<file path="src/rtl/sclk_pkg.sv">
package sclk_pkg;

   typedef enum logic {
      SCLK_MODE_4W = 1'b0,
      SCLK_MODE_2W = 1'b1
   } sclk_mode_e;

   function automatic logic idle_level(input sclk_mode_e mode, input logic cpol);
      return (mode == SCLK_MODE_2W) ? 1'b1 : cpol;
   endfunction

endpackage

</file>
<file path="src/rtl/sclk_tick_gen.sv">
module sclk_tick_gen #(
   parameter int PRESCALE = 2
) (
   input  logic clk_i,
   input  logic rst_ni,
   input  logic run_i,
   input  logic restart_i,
   output logic tick_o
);
   localparam int PW = (PRESCALE > 1) ? $clog2(PRESCALE) : 1;
   localparam logic [PW-1:0] LAST = PW'(PRESCALE - 1);
   localparam logic [PW-1:0] ONE  = PW'(1);

   generate
      if (PRESCALE == 1) begin : g_direct
         assign tick_o = run_i;
      end else begin : g_divided
         logic [PW-1:0] phase_q;
         always_ff @(posedge clk_i) begin
            if (!rst_ni) begin
               phase_q <= '0;
            end else if (restart_i) begin
               phase_q <= '0;
            end else if (run_i) begin
               if (phase_q == LAST) phase_q <= '0;
               else                 phase_q <= phase_q + ONE;
            end
         end
         assign tick_o = run_i && (phase_q == LAST);
      end
   endgenerate
endmodule

</file>
<file path="src/rtl/sclk_reload_guard.sv">
module sclk_reload_guard
   import sclk_pkg::*;
#(
   parameter int RELOAD_W = 8,
   parameter int MIN_2W   = 3
) (
   input  logic                clk_i,
   input  logic                rst_ni,
   input  logic [RELOAD_W-1:0] raw_i,
   input  sclk_mode_e          mode_i,
   input  logic                load_i,
   output logic [RELOAD_W-1:0] eff_o,
   output logic                err_o
);
   localparam logic [RELOAD_W-1:0] MIN_V = RELOAD_W'(MIN_2W);

   logic too_low;

   generate
      if (MIN_2W == 0) begin : g_no_clamp
         assign too_low = 1'b0;
      end else begin : g_clamp
         assign too_low = (mode_i == SCLK_MODE_2W) && (raw_i < MIN_V);
      end
   endgenerate

   assign eff_o = too_low ? MIN_V : raw_i;

   always_ff @(posedge clk_i) begin
      if (!rst_ni)                err_o <= 1'b0;
      else if (load_i && too_low) err_o <= 1'b1;
   end
endmodule

</file>
<file path="src/rtl/sclk_half_counter.sv">
module sclk_half_counter #(
   parameter int RELOAD_W = 8
) (
   input  logic                clk_i,
   input  logic                rst_ni,
   input  logic                start_i,
   input  logic                stop_i,
   input  logic                tick_i,
   input  logic [RELOAD_W-1:0] eff_i,
   input  logic                idle_i,
   output logic                sclk_o,
   output logic                pulse_o,
   output logic                run_o,
   output logic                started_o,
   output logic                load_o
);
   localparam logic [RELOAD_W-1:0] ONE = RELOAD_W'(1);

   logic [RELOAD_W-1:0] cnt_q;
   logic                sclk_q;
   logic                at_zero;

   assign at_zero = (cnt_q == '0);
   assign load_o  = !stop_i && (start_i || (tick_i && at_zero));
   assign sclk_o  = started_o ? sclk_q : idle_i;

   always_ff @(posedge clk_i) begin
      if (!rst_ni) begin
         run_o     <= 1'b0;
         started_o <= 1'b0;
         cnt_q     <= '0;
         sclk_q    <= 1'b0;
         pulse_o   <= 1'b0;
      end else begin
         pulse_o <= 1'b0;
         if (stop_i) begin
            run_o <= 1'b0;
         end else if (start_i) begin
            run_o     <= 1'b1;
            started_o <= 1'b1;
            cnt_q     <= eff_i;
            if (!started_o) sclk_q <= idle_i;
         end else if (tick_i) begin
            if (at_zero) begin
               sclk_q  <= ~sclk_q;
               cnt_q   <= eff_i;
               pulse_o <= 1'b1;
            end else begin
               cnt_q <= cnt_q - ONE;
            end
         end
      end
   end
endmodule

</file>
<file path="src/rtl/sclk_rate_gen.sv">
module sclk_rate_gen
   import sclk_pkg::*;
#(
   parameter int RELOAD_W = 8,
   parameter int PRESCALE = 2,
   parameter int MIN_2W   = 3
) (
   input  logic                clk_i,
   input  logic                rst_ni,
   input  logic [RELOAD_W-1:0] reload_i,
   input  logic                mode_i,
   input  logic                cpol_i,
   input  logic                buf_wr_i,
   input  logic                xfer_done_i,
   output logic                sclk_o,
   output logic                half_pulse_o,
   output logic                clamp_err_o
);
   generate
      if (RELOAD_W < 2) begin : g_bad_width
         $fatal(1, "RELOAD_W must be at least 2");
      end
      if (PRESCALE < 1) begin : g_bad_prescale
         $fatal(1, "PRESCALE must be at least 1");
      end
      if (MIN_2W < 0 || MIN_2W >= (1 << RELOAD_W)) begin : g_bad_min
         $fatal(1, "MIN_2W must fit in RELOAD_W bits");
      end
   endgenerate

   sclk_mode_e          mode;
   logic                idle_lvl;
   logic                run_w;
   logic                started_w;
   logic                start_w;
   logic                tick_w;
   logic                load_w;
   logic [RELOAD_W-1:0] eff_w;

   assign mode     = sclk_mode_e'(mode_i);
   assign idle_lvl = idle_level(mode, cpol_i);
   assign start_w  = buf_wr_i && !run_w && !xfer_done_i;

   sclk_tick_gen #(.PRESCALE(PRESCALE)) u_tick (
      .clk_i     (clk_i),
      .rst_ni    (rst_ni),
      .run_i     (run_w),
      .restart_i (start_w),
      .tick_o    (tick_w)
   );

   sclk_reload_guard #(.RELOAD_W(RELOAD_W), .MIN_2W(MIN_2W)) u_guard (
      .clk_i  (clk_i),
      .rst_ni (rst_ni),
      .raw_i  (reload_i),
      .mode_i (mode),
      .load_i (load_w),
      .eff_o  (eff_w),
      .err_o  (clamp_err_o)
   );

   sclk_half_counter #(.RELOAD_W(RELOAD_W)) u_half (
      .clk_i     (clk_i),
      .rst_ni    (rst_ni),
      .start_i   (start_w),
      .stop_i    (xfer_done_i),
      .tick_i    (tick_w),
      .eff_i     (eff_w),
      .idle_i    (idle_lvl),
      .sclk_o    (sclk_o),
      .pulse_o   (half_pulse_o),
      .run_o     (run_w),
      .started_o (started_w),
      .load_o    (load_w)
   );
endmodule

</file>
<file path="config.mk">
export PLATFORM = sky130hd
export DESIGN_NAME = sclk_rate_gen
export DESIGN_NICKNAME = d
export VERILOG_FILES = /design/src/rtl/sclk_pkg.sv /design/src/rtl/sclk_tick_gen.sv /design/src/rtl/sclk_reload_guard.sv /design/src/rtl/sclk_half_counter.sv /design/src/rtl/sclk_rate_gen.sv
export SDC_FILE = /design/constraint.sdc
export NUM_CORES = 1
export LEC_CHECK = 0
export CORE_MARGIN = 5
export CORE_UTILIZATION = 30
export DETAILED_ROUTE_END_ITERATION = 12
export DONT_BUFFER_PORTS = 1
export SYNTH_ARGS = -nofsm -noshare
export SYNTH_HDL_FRONTEND = slang
export SYNTH_SLANG_ARGS = --single-unit
</file>
<file path="constraint.sdc">
create_clock -name clk_i -period 2.9 [get_ports clk_i]
set_input_delay 0.29 -clock clk_i [delete_from_list [all_inputs] [get_ports clk_i]]
set_output_delay 0.29 -clock clk_i [all_outputs]
set_load 0.02 [all_outputs]
</file>
Yosys cells after proc, flatten, opt, wreduce, memory -nomap -nowiden
Index checks and enable logic that the tools add are counted.

Add/subtract/negate cells: 2. Magnitude comparators: 1. Muxes and demuxes: 11. Bitwise logic cells: 4. Reductions and logical operators: 19.

Operators by type and width (number): 8-bit two-way mux (4); 8-bit zero test (1); 8-bit by 2-bit less-than comparator with 1-bit output (second input constant) (1); 8-bit by 1-bit subtractor with 8-bit output (second input constant) (1); 1-bit logical AND (7); 1-bit two-way mux (7); 1-bit inverter (4); 2-bit AND reduction (2); 2-bit nonzero test (2); 2-bit OR reduction (2); 4-bit OR reduction (1); 3-bit AND reduction (1); 1-bit zero test (2); 1-bit adder (second input constant) (1); 1-bit logical OR (1).

Register bits after elaboration: 14. Input bits: 14. Output and inout port bits: 3. Word-level logic and storage cells: 44.

Logic depth before layout (Yosys ltp)
Word-level depth: 6. Gate-level depth with buffers: 6. Mapped depth without buffers: 6.

Modules after synthesis
A second synthesis with hierarchy kept.

Cells, all modules: 114. Area total of the unflattened synthesis: 955.9 um^2.

By module, submodules not included: sclk_half_counter (times used 1, cells an instance 93, area each 770.7 um^2, seq. area each 240.2 um^2); sclk_reload_guard (times used 1, cells an instance 15, area each 117.6 um^2, seq. area each 20.0 um^2); sclk_tick_gen (times used 1, cells an instance 4, area each 48.8 um^2, seq. area each 20.0 um^2); sclk_rate_gen (times used 1, cells an instance 2, area each 18.8 um^2, seq. area each 0.0 um^2).

Least setup slack after synthesis
No wires, ideal clock.

Kind: flip-flop to flip-flop. Start: register u_half.cnt_q[0]. End: register u_half.cnt_q[1]. Arrival time: 1.689 ns. Data required time: 2.826 ns. Slack: 1.137 ns. Cell stages (with the launch flop): 7. Buffers on the path: 0. Cells stage by stage: dfxtp_1 inv_1 ha_1 or3b_2 o21ai_4 mux2_2 o21ai_0.

Cells in the longest elaborated chain, start to end: 4. Elaborated cells between the ends (all ways): 5.

RTL lines: from (decl) (RTL line sclk_half_counter.sv:19) `logic [RELOAD_W-1:0] cnt_q;`; from (signal assigned) (RTL line sclk_half_counter.sv:41) `cnt_q <= eff_i;`; from (signal assigned) (RTL line sclk_half_counter.sv:46) `cnt_q <= eff_i;`; from (signal assigned) (RTL line sclk_half_counter.sv:49) `cnt_q <= cnt_q - ONE;`; 8-bit by 1-bit subtractor with 8-bit output or 8-bit zero test (tied branches) (RTL line sclk_half_counter.sv:49, sclk_half_counter.sv:23); 8-bit two-way mux (*) (RTL line sclk_half_counter.sv:44) `if (at_zero) begin`; 8-bit two-way mux (*) (RTL line sclk_half_counter.sv:43) `end else if (tick_i) begin`; 8-bit two-way mux (*) (RTL line sclk_half_counter.sv:38) `end else if (start_i) begin`.

Mark *: on every way between the ends. The rest lies on a longest branch, timed or not. The select of a mux whose other input is x is not followed. A chain may end at the register's enable or synchronous reset.

Worst setup path after layout
Ends and elaborated chain as after synthesis.

==> flow_summary.toml <==
[global_routing]
grt.total_usage_pct = 10.3
grt_max_degree = 15
grt_overflow = 0
grt_pass1_wl_um = 3390
antenna_found_initial = 0
grt_pass1_vias = 752

[timing]
fin_setup_tns_ps = 0
finalHoldViolCount = 0
rsz0062_at_grt = "no"
fmax_mhz = 525
whs_ps = 67.0
drv_slew = 0
skew_ps = 3.23
postLayoutSetupSlackWorst_ps = 996
period_share_pct = 65.7
fin_crit_ps = 1900
slew_headroom_pct = 50.2
worst_pin_slew_ps = 739
final-setup-viol-count = 0

[clock_tree]
htree_levels = 1
cts_buffer_depth = 2
cts_setup_buffers = 0
clk-insertion-delay-late_ps = 290
cts-root-buf = "clkbuf_4"
cts.repair.resized = 0
holdBufCountCts = 0
cts_tree = "done"
cts_inserted_buffers = 3
clk_pin_slew_ps = 90
cts.sinks = 14

[synth]
syn_area_um2 = 845
synth_flop_cell = "dfxtp_1"
synth_compound_area_share_pct = 23.4
netlist_top_cells_area = "dfxtp_1 33%, a21oi_1 5.3%, o21ai_0 4.1%"
synth_top_family_by_area = "simple AND/OR/NAND/NOR gates"
synth_xor_area_share_pct = 2.07
ys_types = 38
synth_top_cell_area_share_pct = 33.2
synth_top_area_cell = "dfxtp_1"
yosysSeqAreaShare_pct = 33.2
synth_fa_ha_area_share_pct = 2.96
synth_edf_count = 0
avgSynthCellArea_um2 = 8.45
yosys.area_share.simple_pct = 29.5
syn_nets = 116
synthCells = 100
ys_seq_elements = 14
synth_warnings = 0
synth_async_sr_flop_share_pct = 0
synthMuxAreaShare_pct = 4.89

[setup_path]
crit_chain = "inv_1 > ha_1 > or3b_2 > o21ai_4 > mux2_2 > o21ai_0"
worstSetupPathType = "flip-flop to flip-flop"
cp_max_fo = 5
rr_endpoint = "u_half.cnt_q[1]"
cp_slowest_cell = "or3b_2"
path_buf_inv = 1
cp.arrival_ps = 2120
cp-start-kind = "flip-flop"
rr_worst_depth = 6
r2r_slack_ps = 1000
crit_required_ps = 3120
critPathMaxStageDelay_ps = 510
path_delay_family = "simple AND/OR/NAND/NOR gates"
reg2reg_from = "u_half.cnt_q[0]"
crit_path_end_kind = "flip-flop"

[floorplanning]
coreArea_um2 = 2730
pin_count = 17
start_util_pct = 30.9
die_h_um = 63.1
rows = 19
dieArea_um2 = 3980
die_w_um = 63.1

[finish]
nNetsFinal = 118
drive_above_1_share_pct = 12.9
antenna_cells = 0
areaGrowthSynthToFinish_pct = 6.67
layout_common_cells = "14 x dfxtp_1, 9 x a21oi_1, 8 x nand2_1, 7 x nor2_1, 7 x o21ai_0"
final_core_util_pct = 33.0
final_area_um2 = 901
mostFrequentLayoutCell = "dfxtp_1"

[route]
wl_per_cell_um = 15.6
drt-total-wl_um = 2060
wl_met2_um = 908
wl_met1_um = 969
drc = 0
dr.first_iter.drc_count = 15
top_layer_used = "met4"
dr.pass1.iters = 4
drtAntennaViolNets = 0
vias_per_cell = 5.78
wl_met3_um = 147
vias = 763

[run_status]
run_status = "complete, no violations"

[placement]
port_buffers = 0
gp_congestion = 0.775
placed_area_um2 = 865
preCtsSetupSlack_ps = 1030
dp_hpwl_um = 1550

[power_and_ir_drop]
leakagePower_nw = 0.297
ir_worst_vdd_mv = 0.305
powerDensity_nw_per_um2 = 648

[worst_hold_path]
worstHoldEndpoint = "u_half.run_o"
min_from = "xfer_done_i"
hold_path.class = "input port to flip-flop"
whs_path_depth = 1

[job]
maxCapViolations = 0
## report_power, final
part           total [mW]  switching, mW  internal [mW]  leakage (nW)
registers           0.230         0.0200          0.210         0.115
logic               0.206          0.120         0.0854         0.162
clock network       0.148         0.0720         0.0765        0.0210
## cell usage after synthesis (2+ instances only)
master and instances:
or3_1 2, xnor2_1 2, clkbuf_1 2, o221ai_1 2, nor3b_2 2, or3b_2 2, o21ai_0 7, nand3_1 5
nand2_1 8, nor2_1 7, a32oi_1 2, dfxtp_1 14, a21oi_1 9, o22ai_1 2, inv_1 4, nor4_1 2
mux2i_1 3, nor3_1 4, ha_1 2
## state kept, by name (all words and copies together) (netlist names)
register	count
u_half.cnt_q	8
u_guard.err_o	1
u_half.pulse_o	1
u_half.run_o	1
u_half.sclk_q	1
u_half.started_o	1
u_tick.g_divided.phase_q	1
## stage by stage
stage | instances | total power, mW
2_1_floorplan | 100 | 0.403
3_3_place_gp | 128 | 0.431
3_5_place_dp | 128 | 0.439
4_1_cts | 132 | 0.584
5_1_grt | 132 | 0.616
6_report | 132 | 0.584
## worst reg2reg max path, delay by kind of cell (launching register included)
family / cells / cell delay, ps
DFF: 1 / 330
and+or+nand+nor: 1 / 510
buffers and inverters: 1 / 90
muxes: 1 / 350
adders and majority gates: 1 / 170
AOI/OAI and AO/OA: 2 / 380
## routing by layer
metal  global-route usage [%]  vias to the layer above
met5                        0                        -
met4                     4.77                        0
met3                     2.66                        5
met2                     16.2                       23
met1                     13.2                      357
li1                         -                      378
## worst max-delay path by stage
stage | startpoint | endpoint | slack, ps | cells after the start
2_1_floorplan | u_half.cnt_q[0] | u_half.cnt_q[1] | 1140 | 6
3_3_place_gp | u_half.cnt_q[0] | u_half.cnt_q[1] | 1070 | 6
3_5_place_dp | u_half.cnt_q[0] | u_half.cnt_q[1] | 1030 | 6
4_1_cts | u_half.cnt_q[0] | u_half.cnt_q[1] | 1000 | 6
5_1_grt | u_half.cnt_q[0] | u_half.cnt_q[1] | 930 | 6
6_report | u_half.cnt_q[0] | u_half.cnt_q[1] | 1000 | 6
## area by class of cell
class,count,area [um2]
fillers,278,1830
inverters,4,15.0
multi-input cells,79,531
well taps,31,38.8
flip-flops and latches,14,280
clock buffers,4,36.3
## kinds of logic after synthesis
kind of cell             count (synthesis)
AO/OA/AOI/OAI                           30
XOR/XNOR                                 2
adder cells (fa/ha/maj)                  2
buffers and inverters                    7
flip-flops                              14
multiplexers                             4
AND/OR/NAND/NOR                         41
(Power assumes the default switching activity.)
